--- config.mk ---
export PLATFORM = sky130hd
export DESIGN_NAME = trap_ctrl
export DESIGN_NICKNAME = d
export VERILOG_FILES = /design/src/rtl/trapctl_pkg.sv /design/src/rtl/trap_vec_gen.sv /design/src/rtl/trap_rett_decide.sv /design/src/rtl/trap_ctrl_state.sv /design/src/rtl/trap_ctrl.sv
export SDC_FILE = /design/constraint.sdc
export NUM_CORES = 1
export LEC_CHECK = 0
export BUFFER_PORTS_ARGS = -buffer_cell sky130_fd_sc_hd__buf_4
export CORE_AREA = 2 2 87 89
export CTS_BUF_LIST = sky130_fd_sc_hd__clkbuf_8
export CTS_CLUSTER_SIZE = 24
export DETAILED_ROUTE_END_ITERATION = 8
export DIE_AREA = 0 0 89 91
export PLACE_DENSITY = 0.91
export SYNTH_ARGS = -nofsm -noshare
export SYNTH_HDL_FRONTEND = slang
export SYNTH_SLANG_ARGS = --single-unit
--- constraint.sdc ---
create_clock -name clk -period 2.9 [get_ports clk]
set_clock_uncertainty 0.1 [all_clocks]
set_input_delay 0.145 -clock clk [delete_from_list [all_inputs] [get_ports clk]]
set_output_delay 0.145 -clock clk [all_outputs]
set_load 0.005 [all_outputs]
--- src/rtl/trapctl_pkg.sv ---
`timescale 1ns/1ps
// Shared types for the trap entry/return controller.
// Assumes a three-bit status word ordered {sup, prev_sup, trap_en}.
package trapctl_pkg;

    typedef struct packed {
        logic sup;
        logic prev_sup;
        logic trap_en;
    } stat_t;

    typedef enum logic [2:0] {
        RK_USER    = 3'd0,
        RK_ILLEGAL = 3'd1,
        RK_NORMAL  = 3'd2,
        RK_DEBUG   = 3'd3,
        RK_STEP    = 3'd4
    } ret_kind_e;

    localparam stat_t STAT_RESET = '{sup: 1'b1, prev_sup: 1'b0, trap_en: 1'b0};

endpackage

--- src/rtl/trap_vec_gen.sv ---
`timescale 1ns/1ps
// Trap number former: adds base and offset, keeps the low VEC_W-1 bits
// and forces the top bit, registering the result with a one-cycle pulse.
// Assumes VEC_W >= 2 and VEC_W - 1 <= XLEN.
module trap_vec_gen #(
    parameter int XLEN  = 32,
    parameter int VEC_W = 8
) (
    input  logic             clk,
    input  logic             rst_n,
    input  logic             fire_i,
    input  logic [XLEN-1:0]  base_i,
    input  logic [XLEN-1:0]  offset_i,
    output logic             req_o,
    output logic [VEC_W-1:0] num_o
);
    localparam int LOW_W = VEC_W - 1;

    logic [XLEN-1:0] sum;

    // Full-width sum; only its low bits are kept.
    assign sum = base_i + offset_i;

    // Register the request pulse and the vector number.
    always_ff @(posedge clk) begin
        if (!rst_n) begin
            req_o <= 1'b0;
            num_o <= '0;
        end else begin
            req_o <= fire_i;
            if (fire_i) begin
                num_o <= {1'b1, sum[LOW_W-1:0]};
            end
        end
    end

endmodule

--- src/rtl/trap_rett_decide.sv ---
`timescale 1ns/1ps
// Return-from-trap decision network (purely combinational).
// Classifies the return by supervisor, trap-enable, debug state and the
// debug-field qualifier, in that priority, then forms next PC, new status
// and the request flags. Assumes the caller gates the result with the strobe.
module trap_rett_decide import trapctl_pkg::*; #(
    parameter int XLEN  = 32,
    parameter int ISTEP = 4
) (
    input  stat_t           stat_i,
    input  logic            dbg_i,
    input  logic            dbgf_i,
    input  logic [XLEN-1:0] pc_i,
    input  logic [XLEN-1:0] saved_pc_i,
    input  logic [XLEN-1:0] dbg_saved_pc_i,
    input  logic            dbg_saved_sup_i,
    input  logic            dbg_saved_ten_i,
    output logic [XLEN-1:0] npc_o,
    output stat_t           stat_o,
    output logic            exc_o,
    output logic            halt_o,
    output logic            dbg_clr_o
);
    localparam logic [XLEN-1:0] STEP = XLEN'(ISTEP);

    ret_kind_e       kind;
    logic [XLEN-1:0] pc_next_seq;

    // Sequential successor used by every non-returning outcome.
    assign pc_next_seq = pc_i + STEP;

    // Priority classification of the return.
    always_comb begin
        if (!stat_i.sup) begin
            kind = RK_USER;
        end else if (stat_i.trap_en) begin
            kind = RK_ILLEGAL;
        end else if (!dbg_i && !dbgf_i) begin
            kind = RK_NORMAL;
        end else if (dbg_i && dbgf_i) begin
            kind = RK_DEBUG;
        end else begin
            kind = RK_STEP;
        end
    end

    // Outcome per class: next PC, status update and flags.
    always_comb begin
        npc_o     = pc_next_seq;
        stat_o    = stat_i;
        exc_o     = 1'b0;
        halt_o    = 1'b0;
        dbg_clr_o = 1'b0;
        unique case (kind)
            RK_USER: begin
                halt_o = !stat_i.trap_en;
            end
            RK_ILLEGAL: begin
                exc_o = 1'b1;
            end
            RK_NORMAL: begin
                npc_o          = saved_pc_i;
                stat_o.trap_en = 1'b1;
                stat_o.sup     = stat_i.prev_sup;
            end
            RK_DEBUG: begin
                npc_o          = dbg_saved_pc_i;
                stat_o.trap_en = dbg_saved_ten_i;
                stat_o.sup     = dbg_saved_sup_i;
                dbg_clr_o      = 1'b1;
            end
            default: begin
                npc_o = pc_next_seq;
            end
        endcase
    end

endmodule

--- src/rtl/trap_ctrl_state.sv ---
`timescale 1ns/1ps
// Holds the status word, the debug-state flag and the registered return
// outputs. A taken return has priority over a status load; a debug return
// has priority over debug entry. Assumes take_i is already qualified.
module trap_ctrl_state import trapctl_pkg::*; #(
    parameter int XLEN = 32
) (
    input  logic            clk,
    input  logic            rst_n,
    input  logic            take_i,
    input  logic [XLEN-1:0] npc_i,
    input  stat_t           new_stat_i,
    input  logic            exc_i,
    input  logic            halt_i,
    input  logic            dbg_clr_i,
    input  logic            wr_i,
    input  stat_t           wdata_i,
    input  logic            dbg_enter_i,
    output stat_t           stat_o,
    output logic            dbg_o,
    output logic [XLEN-1:0] npc_o,
    output logic            vld_o,
    output logic            exc_o,
    output logic            halt_o
);
    // Status register: return write-back first, then software load.
    always_ff @(posedge clk) begin
        if (!rst_n) begin
            stat_o <= STAT_RESET;
        end else if (take_i) begin
            stat_o <= new_stat_i;
        end else if (wr_i) begin
            stat_o <= wdata_i;
        end
    end

    // Debug-state flag: cleared by a debug return, else set by entry.
    always_ff @(posedge clk) begin
        if (!rst_n) begin
            dbg_o <= 1'b0;
        end else if (take_i && dbg_clr_i) begin
            dbg_o <= 1'b0;
        end else if (dbg_enter_i) begin
            dbg_o <= 1'b1;
        end
    end

    // Registered return results, flags pulse for one cycle.
    always_ff @(posedge clk) begin
        if (!rst_n) begin
            npc_o  <= '0;
            vld_o  <= 1'b0;
            exc_o  <= 1'b0;
            halt_o <= 1'b0;
        end else begin
            vld_o  <= take_i;
            exc_o  <= take_i && exc_i;
            halt_o <= take_i && halt_i;
            if (take_i) begin
                npc_o <= npc_i;
            end
        end
    end

endmodule

--- src/rtl/trap_ctrl.sv ---
`timescale 1ns/1ps
// Trap entry and return controller top. A trap strobe yields a registered
// trap number; a return strobe (ignored when a trap arrives in the same
// cycle) yields next PC, status write-back and request flags one cycle later.
// Assumes the strobes are single-cycle and come from the decode stage.
module trap_ctrl import trapctl_pkg::*; #(
    parameter int XLEN  = 32,
    parameter int VEC_W = 8,
    parameter int ISTEP = 4
) (
    input  logic             clk,
    input  logic             rst_n,
    input  logic             trap_i,
    input  logic             rett_i,
    input  logic             dbgf_i,
    input  logic [XLEN-1:0]  pc_i,
    input  logic [XLEN-1:0]  base_i,
    input  logic [XLEN-1:0]  offset_i,
    input  logic [XLEN-1:0]  saved_pc_i,
    input  logic [XLEN-1:0]  dbg_saved_pc_i,
    input  logic             dbg_saved_sup_i,
    input  logic             dbg_saved_ten_i,
    input  logic             stat_wr_i,
    input  logic [2:0]       stat_wdata_i,
    input  logic             dbg_enter_i,
    output logic             trap_req_o,
    output logic [VEC_W-1:0] trap_num_o,
    output logic             npc_vld_o,
    output logic [XLEN-1:0]  npc_o,
    output logic             exc_req_o,
    output logic             halt_o,
    output logic [2:0]       stat_o,
    output logic             dbg_state_o
);
    logic            take;
    stat_t           cur_stat;
    stat_t           nxt_stat;
    logic [XLEN-1:0] dec_npc;
    logic            dec_exc;
    logic            dec_halt;
    logic            dec_dbg_clr;

    // A trap in the same cycle suppresses the return.
    assign take   = rett_i && !trap_i;
    assign stat_o = cur_stat;

    trap_vec_gen #(
        .XLEN (XLEN),
        .VEC_W(VEC_W)
    ) vec_i (
        .clk     (clk),
        .rst_n   (rst_n),
        .fire_i  (trap_i),
        .base_i  (base_i),
        .offset_i(offset_i),
        .req_o   (trap_req_o),
        .num_o   (trap_num_o)
    );

    trap_rett_decide #(
        .XLEN (XLEN),
        .ISTEP(ISTEP)
    ) dec_i (
        .stat_i         (cur_stat),
        .dbg_i          (dbg_state_o),
        .dbgf_i         (dbgf_i),
        .pc_i           (pc_i),
        .saved_pc_i     (saved_pc_i),
        .dbg_saved_pc_i (dbg_saved_pc_i),
        .dbg_saved_sup_i(dbg_saved_sup_i),
        .dbg_saved_ten_i(dbg_saved_ten_i),
        .npc_o          (dec_npc),
        .stat_o         (nxt_stat),
        .exc_o          (dec_exc),
        .halt_o         (dec_halt),
        .dbg_clr_o      (dec_dbg_clr)
    );

    trap_ctrl_state #(
        .XLEN(XLEN)
    ) st_i (
        .clk        (clk),
        .rst_n      (rst_n),
        .take_i     (take),
        .npc_i      (dec_npc),
        .new_stat_i (nxt_stat),
        .exc_i      (dec_exc),
        .halt_i     (dec_halt),
        .dbg_clr_i  (dec_dbg_clr),
        .wr_i       (stat_wr_i),
        .wdata_i    (stat_t'(stat_wdata_i)),
        .dbg_enter_i(dbg_enter_i),
        .stat_o     (cur_stat),
        .dbg_o      (dbg_state_o),
        .npc_o      (npc_o),
        .vld_o      (npc_vld_o),
        .exc_o      (exc_req_o),
        .halt_o     (halt_o)
    );

endmodule

# Word level (Yosys, flattened, before mapping)
# Index checks and enable logic that the tools add are counted.
[op_classes] add_sub_neg=2 eq_ne=4 n_mux=12 bitwise=2 reduce_logical=15
[ops] operator="one-hot mux 32 bit (2 select lines)" n=1
[ops] operator="adder 32 x 3 -> 32 bit, second input constant" n=1
[ops] operator="two-way mux 3 bit" n=6
[ops] operator="adder 7 bit" n=1
[ops] operator="equality test 3 x 2 -> 1 bit, second input constant" n=2
[ops] operator="logical AND 1 bit" n=6
[ops] operator="logical NOT 1 bit" n=4
[ops] operator="one-hot mux 1 bit (2 select lines)" n=2
[ops] operator="AND reduction 2 bit" n=2
[ops] operator="equality test 3 x 1 -> 1 bit, second input constant" n=1
[ops] operator="logical NOT 3 bit" n=1
[ops] operator="two-way mux 1 bit" n=3
[ops] operator="!= test 3 bit, second input constant" n=1
[ops] operator="inverter 1 bit" n=2
[ops] operator="nonzero test 2 bit" n=1
[ops] operator="OR reduction 2 bit" n=1
[word_totals] ff_bits=48 input_bits=172 out_inout_bits=48 wordCells=45

# Logic depth before layout (Yosys ltp)
# Gate-level depths: netlist of the first run.
[logic_depth] depth_word=9 ltp_mapped=8 ltp_nobuf=8

# Hierarchy
# A second synthesis of the first run with hierarchy kept.
[hier_totals] hier_cells=401 hier_area_um2=3453.3
[modules_own_cells] module="trap_ctrl_state" n_inst=1 cells_per_inst=127 area_per_inst_um2=1525.2 seq_area_each_um2=780.7
[modules_own_cells] module="trap_rett_decide" n_inst=1 cells_per_inst=211 area_per_inst_um2=1330.0 seq_area_each_um2=0.0
[modules_own_cells] module="trap_vec_gen" n_inst=1 cells_per_inst=62 area_per_inst_um2=584.3 seq_area_each_um2=180.2
[modules_own_cells] module="trap_ctrl" n_inst=1 cells_per_inst=1 area_per_inst_um2=13.8 seq_area_each_um2=0.0

# Worst setup path before layout of the first run
# No wires, ideal clock.
[synth_timing] path_type="register to register" from="register st_i.dbg_o" to="register st_i.npc_o[22]" setup_ns=0.071 arrival_time_ns=1.714 required_ns=2.729 path_slack_ns=1.015 path_stages_with_launch=8 n_path_buf=2 period_less_slack_ns=1.885 cell_sequence="dfxtp_1 -> ha_1 -> or3b_2 -> clkbuf_1 -> clkbuf_1 -> nor3_1 -> a21oi_1 -> a21oi_1"
[synth_via] elab_chain_cells=7 elab_cells_between_ends=10 classes_between="eq/ne: 2; mux: 5; reduce/logical: 3"
[synth_rtl] item="start, declared" line="trap_ctrl_state.sv:20" source="output logic dbg_o,"
[synth_rtl] item="start signal, assigned" line="trap_ctrl_state.sv:40" source="dbg_o <= 1'b0;"
[synth_rtl] item="start signal, assigned" line="trap_ctrl_state.sv:42" source="dbg_o <= 1'b0;"
[synth_rtl] item="start signal, assigned" line="trap_ctrl_state.sv:44" source="dbg_o <= 1'b1;"
[synth_rtl] item="logical AND 1 bit / logical NOT 1 bit (equally long branches)" line="trap_rett_decide.sv:40, trap_rett_decide.sv:38"
[synth_rtl] item="two-way mux 3 bit / logical AND 1 bit (equally long branches)" line="trap_rett_decide.sv:40, trap_rett_decide.sv:38"
[synth_rtl] item="two-way mux 3 bit (*)" line="trap_rett_decide.sv:38" source="end else if (!dbg_i && !dbgf_i) begin"
[synth_rtl] item="two-way mux 3 bit (*)" line="trap_rett_decide.sv:36" source="end else if (stat_i.trap_en) begin"
[synth_rtl] item="two-way mux 3 bit (*)" line="trap_rett_decide.sv:34" source="if (!stat_i.sup) begin"
[synth_rtl] item="equality test 3 x 2 -> 1 bit" line="trap_rett_decide.sv:54" source="unique case (kind)"
[synth_rtl] item="one-hot mux 32 bit (2 select lines) (*)" line="trap_rett_decide.sv:54"
[synth_rtl] item="end signal, assigned" line="trap_ctrl_state.sv:60" source="npc_o <= npc_i;"
[synth_rtl] item="end, declared" line="trap_ctrl_state.sv:21" source="output logic [XLEN-1:0] npc_o,"
# Every way passes the cells marked *; elsewhere a longest branch is shown, timed or not.
# A chain may end at the register's enable or synchronous reset.

# Worst setup path after layout of the first run
[layout_timing] from="register st_i.dbg_o" to="register st_i.npc_o[2]"
# The elaborated chain is that of the path after synthesis.

==> run_results.csv, run 1 <==
group,metric,value,unit
placed_design,port_buffers,169,
global_routing,track_usage,24.9,%
pwr,power_density,376,nW/µm²
synth,syn-num-nets,564,
timing,finalCriticalPeriod,2.06,ns
final_layout,nets,721,
synth,yosysTopAreaCell,"dfxtp_1",
floorplanning,dieArea,8100,µm²
placed_design,routabilityCongestion,0.849,
synth,synth-edff-count,0,
synth,yosysMostFrequentCell,"dfxtp_1",
pwr,power_frac_seq,42.3,%
setup_path,required,2.96,ns
final_layout,drive_above_1_share,37.2,%
cts,cts_buffers,5,
synth,postSynthCellCount,383,
setup_path,r2r_start,"st_i.dbg_o",
timing,tightest_slew,0.832,ns
synth,seq_area_frac_synth,30.1,%
cts,ctsHtreeMaxLevel,2,
timing,min_period_over_period,71.1,%
floorplanning,initial_core_util,44.7,%
pwr,clkPwrFrac,27.8,%
synth,syn_area,3190,µm²
floorplanning,rows,31,
final_layout,final_cells,640,
cts,cts_sinks,48,
setup_path,cp-startpoint,"st_i.dbg_o",
setup_path,rrSetupSlack,0.84,ns
floorplanning,chipWidth,89,µm
global_routing,grt_max_degree,36,
min_path,holdCritStartpoint,"dbg_enter_i",
synth,yosysWarnings,0,
setup_path,path_buf_inv,0,
cts,cts_tree,"yes",
min_path,holdPathStages,3,
floorplanning,core,7140,µm²
floorplanning,fp.dieH,91,µm
routing,postRouteAntennaNets,0,
status,status,"finished, final reports clean",
final_layout,diodes,0,
synth,synth-seq-cells,48,
timing,setup_viol,0,
setup_path,path_delay_family,"simple AND/OR/NAND/NOR gates",
routing,drtPass1Iterations,5,
synth,async_reset_ff_share,0,%
setup_path,worstPathMaxFanout,16,
routing,met3_length,657,µm
setup_path,cpPeakStageDelay,0.62,ns
final_layout,nFillCells,637,
synth,synth_top_area_share,30.1,%
routing,wl_met1,4110,µm
setup_path,end_kind,"register",
placed_design,dpl.cell_count,630,
synth,yosys-top-cells-count,"48 x dfxtp_1, 38 x mux2i_1, 36 x a21oi_1",
cts,cts_max_path_buffers,2,
cts,root_buffer,"clkbuf_8",
pwr,p_int,0.00124,W
timing,rsz0062_at_grt,"false",
timing,slew_headroom,44.5,%
final_layout,synthToLayoutAreaGrowth,45.1,%
timing,hold_violations,0,
routing,drtIter0Drc,115,
pwr,p_sw,0.000499,W
pwr,totalPowerFinal,0.00174,W
floorplanning,io-pin-count,220,
timing,slew_violations,0,
global_routing,antenna_found_initial,0,
flow_run,max-cap-violations,0,
setup_path,worst-r2r-cell-count,6,
routing,routed.top_layer,"met4",
setup_path,r2r_end,"st_i.npc_o[2]",
setup_path,startpoint_type,"register",
setup_path,path_cells,"ha_2, or3b_2, a211oi_1, a211oi_1, a21oi_1, nor2_1",
pwr,switching_share,28.7,%
setup_path,critPathMostFrequentCell,"a211oi_1",
timing,tns,0,ns
setup_path,crit_cells,6,
cts,post_cts_resized,0,
min_path,holdPathEnd,"st_i.dbg_o",
routing,vias,3473,
routing,totalWireLength,10200,µm
synth,synth_area_leaders,"dfxtp_1 30%, mux2i_1 12%, a21oi_1 5.7%",
routing,wire_per_inst,16.0,µm
setup_path,crit_slowest_cell,"or3b_2",
setup_path,path_class,"register to register",
min_path,hp-class,"input port to register",
cts,path_clk_slew,0.09,ns
placed_design,place_hpwl,7930,µm
setup_path,worstPathArrival,2.12,ns
routing,route.met2.wl,5260,µm
routing,via_per_inst,5.43,
timing,whs,0.0244,ns
routing,drc_errors,0,
synth,synthDistinctLibCells,51,
global_routing,grt_pass1_vias,3589,
global_routing,grt_pass1_wl,16000,µm
pwr,pwr-share-comb,29.8,%
global_routing,overflow,0,
synth,synth_ff_type,"dfxtp_1",
cts,clk-insertion-delay-late,0.30,ns
pwr,peakVddDrop,0.218,mV
synth,avgSynthCellArea,8.32,µm²
timing,max_freq,485,MHz
pwr,p_leak,2.00,nW
-- flip-flops by register name, indices dropped and copies added, names as in the netlist --
register / flops
st_i.stat_o: 3
st_i.exc_o: 1
vec_i.req_o: 1
st_i.vld_o: 1
st_i.dbg_o: 1
st_i.halt_o: 1
st_i.npc_o: 32
vec_i.num_o: 8
-- layout make-up --
type | instances | area (µm²) | share of cell area, %
clock buffer | 5 | 68.8 | 1.49
clock inverter | 3 | 42.5 | 0.919
inverter | 13 | 48.8 | 1.05
multi-input combinational | 296 | 2040 | 44.2
sequential | 48 | 961 | 20.8
tap | 99 | 124 | 2.68
timing repair buffer | 176 | 1340 | 28.9
-- cell families after synthesis --
group / share of synthesized area (%)
and+or+nand+nor: 23.3
AOI/OAI and AO/OA: 17.6
DFF: 30.1
buffers and inverters: 6.12
muxes: 11.9
xor gates and xnor gates: 7.14
adders and majority gates: 3.77
-- metrics by stage --
step	setup slack, ns	area [µm²]	util [%]
floorplan	1.02	3190	-
global placement	0.873	4500	63.0
detailed placement	0.841	4500	63.0
CTS	0.826	4630	64.8
global route	0.659	4630	64.8
finish	0.837	4630	64.8
-- how the worst max path moves through the flow --
stage                           to  slack, ns
finish               st_i.npc_o[2]       0.84
global route         st_i.npc_o[2]       0.66
CTS                  st_i.npc_o[2]       0.83
detailed placement   st_i.npc_o[2]       0.84
global placement    st_i.npc_o[20]       0.87
floorplan           st_i.npc_o[22]       1.02
-- timing repair --
| item | 4_1_cts | 5_1_grt |
|---|---|---|
| hold buffers | 2 | 0 |
| endpoints found under the hold margin | 2 | 0 |
| buffers inserted | 0 | 0 |
-- per-layer routing --
metal	vias up	GRT usage [%]
li1	1715	-
met4	0	8.83
met2	134	44.5
met5	-	0
met1	1608	28.9
met3	16	4.45
-- power groups by stage --
| stage | registers (W) | logic [W] | clock network [W] |
|---|---|---|---|
| 4_1_cts | 0.000737 | 0.000520 | 0.000497 |
| 3_5_place_dp | 0.000752 | 0.000515 | 0 |
| 5_1_grt | 0.000743 | 0.000569 | 0.000525 |
| 6_report | 0.000737 | 0.000519 | 0.000485 |
| 3_3_place_gp | 0.000749 | 0.000499 | 0 |
| 2_1_floorplan | 0.000752 | 0.000235 | 0 |
-- layout by cell type, fill, tap and decap left out, types with 3 or more instances in the layout --
| master | instances |
|---|---|
| buf_4 | 173 |
| dfxtp_1 | 48 |
| mux2i_1 | 38 |
| a21oi_1 | 36 |
| nand2_1 | 32 |
| nand3_1 | 24 |
| nor2_1 | 20 |
| xnor2_1 | 18 |
| o211ai_1 | 17 |
| o21ai_0 | 15 |
| nor3_1 | 14 |
| inv_1 | 13 |
| xor2_1 | 8 |
| ha_1 | 7 |
| nand4_1 | 6 |
| nor4_1 | 6 |
| clkbuf_8 | 5 |
| a31oi_1 | 4 |
| and4_1 | 3 |
| nand3_2 | 3 |
| nor4_2 | 3 |
| o31a_1 | 3 |
| and3_1 | 3 |
| nor2b_1 | 3 |
| a211oi_1 | 3 |
-- worst min-delay path, stage by stage --
cell and delay [ns]:
buf_4 0.08, o21ai_0 0.06, a21oi_1 0.10
(Power assumes the default switching activity.)
==> inputs of run 2 (changes only) <==
Settings changed: ABC_AREA set to 1, CORE_AREA 2 2 87 89 to 2 2 87 106, DIE_AREA 0 0 89 91 to 0 0 89 108, PLACE_DENSITY 0.91 to 0.83.
Clock period 2.9 ns to 1.7 ns, I/O delays scaled along.
==> run 2 against run 1 <==
Die area rose by 19%. Synthesized area rose by 5.8%. Synthesized cell count rose by 41%. Final cell count rose by 37%. Maximum frequency rose by 21%. Highest routed layer unchanged. Non-clock buffer count rose by 56. Flip-flop and latch count did not move. Via count rose by 30%.
==> run_results.csv, run 2 <==
group,metric,value,unit
synth,yosys-top-cells-count,"170 x nand2_1, 60 x a21oi_1, 50 x nand3_1",
final_layout,final_cells,876,
setup_path,worstPathMaxFanout,6,
final_layout,synthToLayoutAreaGrowth,66.7,%
routing,drtIter0Drc,277,
timing,finalCriticalPeriod,1.70,ns
cts,ctsHtreeMaxLevel,2,
timing,slew_headroom,73.1,%
min_path,holdPathEnd,"st_i.npc_o[5]",
global_routing,grt_pass1_vias,4501,
timing,rsz0062_at_grt,"true",
cts,cts_max_path_buffers,2,
placed_design,dpl_worst_slack,0.00957,ns
min_path,holdCritStartpoint,"dbg_saved_pc_i[5]",
synth,avgSynthCellArea,6.26,µm²
routing,drc_errors,0,
timing,min_period_over_period,100,%
setup_path,end_kind,"register",
synth,synth_top_area_share,28.5,%
global_routing,overflow,0,
synth,syn_area,3370,µm²
setup_path,path_buf_inv,3,
routing,via_per_inst,5.17,
timing,finalWorstSetupSlack,0.000556,ns
cts,root_buffer,"clkbuf_8",
routing,vias,4525,
setup_path,path_class,"register to register",
final_layout,largest_register,"st_i.npc_o",
final_layout,most-common-layout-cells,"175 x buf_4, 158 x nand2_1, 50 x a21oi_1, 48 x nand3_1, 47 x dfxtp_1",
placed_design,dpl.cell_count,815,
synth,postSynthCellCount,539,
cts,path_clk_slew,0.11,ns
routing,wire_per_inst,15.5,µm
setup_path,path_cells,"ha_4, nor2_4, nand2_4, buf_12, clkinv_8, buf_6, a21oi_2, nand2_2, a21oi_2",
min_path,hp-class,"input port to register",
final_layout,reg_top3,"st_i.npc_o x32, vec_i.num_o x8, st_i.stat_o x3",
timing,tightest_slew,0.404,ns
setup_path,crit_slowest_cell,"dfxtp_2",
timing,tns,0,ns
setup_path,r2r_start,"st_i.dbg_o",
placed_design,place_hpwl,9390,µm
setup_path,critPathMostFrequentCell,"a21oi_2",
setup_path,startpoint_type,"register",
final_layout,drive_above_1_share,34.1,%
floorplanning,io-pin-count,220,
flow_run,max-cap-violations,0,
synth,synth_area_leaders,"dfxtp_1 28%, nand2_1 19%, a21oi_1 8.9%",
global_routing,grt_max_degree,62,
synth,yosysTopAreaCell,"dfxtp_1",
routing,postRouteAntennaNets,0,
synth,syn-num-nets,720,
global_routing,track_usage,27.1,%
synth,synth-edff-count,0,
pwr,totalPowerFinal,0.00323,W
timing,max_freq,588,MHz
synth,async_reset_ff_share,0,%
setup_path,cpPeakStageDelay,0.36,ns
global_routing,grt_pass1_wl,20600,µm
final_layout,largest_reg_flops,32,
cts,cts_sinks,48,
setup_path,path_delay_family,"flip-flops",
pwr,p_leak,2.68,nW
cts,cts_tree,"yes",
floorplanning,core,8520,µm²
setup_path,worstPathArrival,1.83,ns
setup_path,worst-r2r-cell-count,9,
setup_path,r2r_end,"st_i.npc_o[11]",
floorplanning,initial_core_util,39.6,%
global_routing,antenna_found_initial,0,
final_layout,final_core_util,66.0,%
timing,slew_violations,0,
synth,synth_ff_type,"dfxtp_1",
floorplanning,fp.dieH,108,µm
synth,yosysMostFrequentCell,"nand2_1",
floorplanning,dieArea,9610,µm²
min_path,holdPathStages,3,
cts,cts_buffers,5,
pwr,peakVddDrop,0.390,mV
synth,synth-seq-cells,48,
final_layout,nets,939,
pwr,power_density,575,nW/µm²
placed_design,routabilityCongestion,0.849,
final_layout,diodes,0,
floorplanning,chipWidth,89,µm
floorplanning,rows,37,
setup_path,cp-startpoint,"st_i.dbg_o",
placed_design,port_buffers,169,
synth,seq_area_frac_synth,28.5,%
status,status,"finished, final reports clean",
synth,synthDistinctLibCells,33,
final_layout,nFillCells,753,
setup_path,required,1.83,ns
synth,yosysWarnings,0,
final_layout,layout_commonest_cell,"buf_4",
routing,totalWireLength,13600,µm
cts,clk-insertion-delay-late,0.30,ns
setup_path,rrSetupSlack,0.0006,ns
timing,setup_viol,0,
timing,hold_violations,0,
routing,drtPass1Iterations,4,
## run 2: worst reg2reg max path, stage by stage (launching register included)
cell      delay [ns]
dfxtp_2         0.36
ha_4            0.28
nor2_4          0.04
nand2_4         0.14
buf_12          0.16
clkinv_8        0.06
buf_6           0.12
a21oi_2         0.11
nand2_2         0.09
a21oi_2         0.17
## run 2: timing repair
action                                  in CTS  in global routing
buffers inserted                             0                  6
gates resized for setup                      1                 45
gates cloned                                 0                  2
pin swaps                                    0                 18
endpoints found under the hold margin       32                  1
hold buffers                                44                  1
endpoints found under the setup margin       2                 30
## run 2: cell families (layout without fill, tap and decap cells)
logic type	Yosys count	in the layout	synth area share [%]
buf+inv	69	289	9.27
flops	48	48	28.5
compound gates	115	115	18.5
xor+xnor	4	4	1.04
fa+ha+maj	9	9	3.56
simple gates	294	294	39.1
## run 2: cell type report
class                           instances  area, µm²  share of cell area [%]
Sequential cell                        48        962                    17.1
Multi-Input combinational cell        422       2240                    39.9
Clock buffer                            5       68.8                    1.22
Clock inverter                          3       25.0                   0.445
Tap cell                              117        146                    2.60
Inverter                               49        199                    3.54
Timing Repair Buffer                  232       1980                    35.2
## run 2: worst max-delay path by stage
stage / endpoint / cells after the start
final: st_i.npc_o[11] / 9
after global routing: st_i.npc_o[29] / 9
after CTS: st_i.npc_o[1] / 9
after detailed placement: vec_i.num_o[4] / 8
after global placement: vec_i.num_o[6] / 10
after floorplan: st_i.stat_o[2] / 8
## run 2: per-layer routing
metal	share of wire (%)	GRT usage (%)	routed length, µm
met1	37	30.9	5080
met2	53	48.5	7230
met3	5.8	5.57	787
met4	3.4	10.8	467
met5	0	0	0
## run 2: per-stage QoR
step                hold WS [ns]  instance area, µm²
global placement           0.221                4810
CTS                      0.00449                5350
detailed placement         0.227                4810
floorplan                  0.126                3370
finish                    0.0172                5620
global route              0.0259                5620
## run 2: power by group
part           leakage, nW  internal, W  switching [W]
logic                 2.24     0.000627       0.000597
clock network       0.0452     0.000301       0.000445
registers            0.397      0.00121      0.0000532
total                 2.68      0.00214        0.00110
==> inputs of run 3 (changes only) <==
Settings changed: BUFFER_PORTS_ARGS -buffer_cell sky130_fd_sc_hd__buf_4 to not set, CORE_AREA 2 2 87 106 to 2 2 84 86, DIE_AREA 0 0 89 108 to 0 0 86 88, DONT_BUFFER_PORTS set to 1, PLACE_DENSITY 0.83 to 0.73.
==> run 3 against run 2 <==
The run now ends with hold timing, setup timing left. Clock power is 21% higher. Non-clock buffer count decreased by 102. Highest routed layer unchanged. Register-to-register slack hardly changed. Worst hold slack got worse by 0.020 ns. Flip-flop and latch count unchanged. Sequential share of layout area is 2.5 points higher. Core utilization rose by 7.9 points. Critical path depth is 2 lower. Die area fell by 21%. Combinational power shrank 20%. Setup slack got worse by 0.0072 ns. Wire length decreased by 3.1%.
==> run_results.csv, run 3 (synthesis gave the netlist of run 2 again) <==
group,metric,value,unit
status,status,"complete, but fails checks",
status,violations,"hold timing, setup timing",
setup_path,end_kind,"register",
global_routing,grt.busiest_layer,"met2",
global_routing,grt_use_met2,61.3,%
timing,setup_viol,1,
cts,ctsHtreeMaxLevel,2,
cts,path_clk_slew,0.10,ns
routing,postRouteAntennaNets,0,
setup_path,startpoint_type,"register",
global_routing,track_usage,32.9,%
routing,totalWireLength,13100,µm
cts,cts_max_path_buffers,2,
global_routing,grt_pass1_wl,19500,µm
placed_design,port_buffers,0,
timing,tns,-0.00664,ns
final_layout,fin_area,4910,µm²
cts,root_buffer,"clkbuf_8",
timing,hold_violations,1,
setup_path,r2r_start,"st_i.dbg_o",
final_layout,largest_register,"st_i.npc_o",
floorplanning,fp.dieH,88,µm
pwr,totalPowerFinal,0.00317,W
floorplanning,rows,30,
routing,drtIter0Drc,214,
final_layout,drive_above_1_share,11.1,%
setup_path,required,1.81,ns
global_routing,grt.met1_usage,32.7,%
timing,finalCriticalPeriod,1.71,ns
timing,rsz0062_at_grt,"true",
global_routing,grt_max_degree,55,
final_layout,synthToLayoutAreaGrowth,45.7,%
floorplanning,core,6640,µm²
routing,wire_per_inst,17.8,µm
min_path,holdPathEnd,"st_i.npc_o[1]",
cts,cts_tree,"yes",
floorplanning,initial_core_util,50.8,%
flow_run,max-cap-violations,0,
global_routing,antenna_found_initial,0,
global_routing,grt_pass1_vias,4187,
timing,min_period_over_period,100,%
setup_path,rrSetupSlack,-0.007,ns
floorplanning,io-pin-count,220,
floorplanning,dieArea,7570,µm²
cts,clk-insertion-delay-late,0.29,ns
timing,whs,-0.00288,ns
placed_design,dpl_worst_slack,-0.0315,ns
min_path,holdPathStages,4,
routing,drtPass1Iterations,5,
final_layout,layout_commonest_cell,"nand2_1",
setup_path,path_class,"register to register",
routing,vias,4221,
setup_path,r2r_end,"st_i.npc_o[7]",
timing,finalWorstSetupSlack,-0.00664,ns
placed_design,place_hpwl,8020,µm
global_routing,overflow,0,
timing,max_freq,586,MHz
final_layout,most-common-layout-cells,"164 x nand2_1, 114 x dlygate4sd3_1, 52 x a21oi_1, 50 x nand3_1, 47 x dfxtp_1",
setup_path,worst-r2r-cell-count,7,
timing,slew_violations,0,
pwr,power_density,644,nW/µm²
final_layout,nFillCells,510,
final_layout,multi_input_area,2170,µm²
cts,cts_buffers,5,
floorplanning,chipWidth,86,µm
setup_path,worstPathArrival,1.82,ns
timing,tightest_slew,0.761,ns
final_layout,reg_top3,"st_i.npc_o x32, vec_i.num_o x8, st_i.stat_o x3",
cts,cts_sinks,48,
placed_design,placed_area,3460,µm²
pwr,peakVddDrop,0.371,mV
min_path,holdCritStartpoint,"trap_i",
global_routing,grtUsageMet3,9.52,%
final_layout,diodes,0,
min_path,hp-class,"input port to register",
final_layout,largest_reg_flops,32,
timing,slew_headroom,49.1,%
setup_path,worstPathMaxFanout,14,
routing,drc_errors,0,
pwr,p_leak,2.12,nW
final_layout,nets,837,
final_layout,regArea,962,µm²
routing,via_per_inst,5.73,
placed_design,routabilityCongestion,0.911,
## run 3: layout make-up
type                       count  area share, %
clock inverter                 2          0.789
sequential                    48           19.6
multi-input combinational    422           44.2
inverter                      49           3.79
clock buffer                   6           1.68
tap                           80           2.04
timing repair buffer         130           27.9
## run 3: timing repair
item / in CTS / in global routing
cloned: 0 / 2
endpoints found under the hold margin: 46 / 1
buffers inserted: 1 / 4
hold buffers: 114 / 1
resized for setup: 1 / 23
setup endpoints to repair: 8 / 30
pin swaps: 0 / 11
## run 3: per-layer routing
metal / part of all wire (%) / vias up
met3: 9.2 / 55
li1: - / 1998
met5: 0 / -
met4: 4.2 / 0
met1: 36 / 1897
met2: 50 / 271
## run 3: critical path, cell delays in order (launching register included)
cell and delay (ns):
dfxtp_2 0.36, ha_4 0.20, nor2_4 0.12, nand2_4 0.12, nor2_8 0.22, buf_8 0.18, nand2_1 0.08, a41oi_1 0.24
## run 3: how the worst max path moves through the flow
stage	to	slack, ns	depth (start not counted)	from
floorplan	st_i.stat_o[2]	0.14	8	st_i.dbg_o
global placement	st_i.npc_o[18]	0.05	9	st_i.dbg_o
detailed placement	st_i.npc_o[18]	-0.03	9	st_i.dbg_o
CTS	st_i.npc_o[20]	0.003	9	st_i.dbg_o
global route	st_i.npc_o[2]	-0.08	9	st_i.dbg_o
finish	st_i.npc_o[7]	-0.007	7	st_i.dbg_o
## run 3: per-stage QoR
| step | util (%) | instances | hold slack, ns |
|---|---|---|---|
| 4_1_cts | 71.5 | 731 | 0.00166 |
| 3_5_place_dp | 52.1 | 608 | 0.0816 |
| 6_report | 74.0 | 737 | -0.00288 |
| 3_3_place_gp | 52.1 | 608 | 0.0774 |
| 5_1_grt | 74.0 | 737 | 0.00394 |
| 2_1_floorplan | - | 539 | 0.126 |
## run 3: power breakdown
group,internal (W),leakage [nW],switching (W)
registers,0.00121,0.397,0.0000751
logic,0.000479,1.66,0.000499
clock network,0.000482,0.0614,0.000423
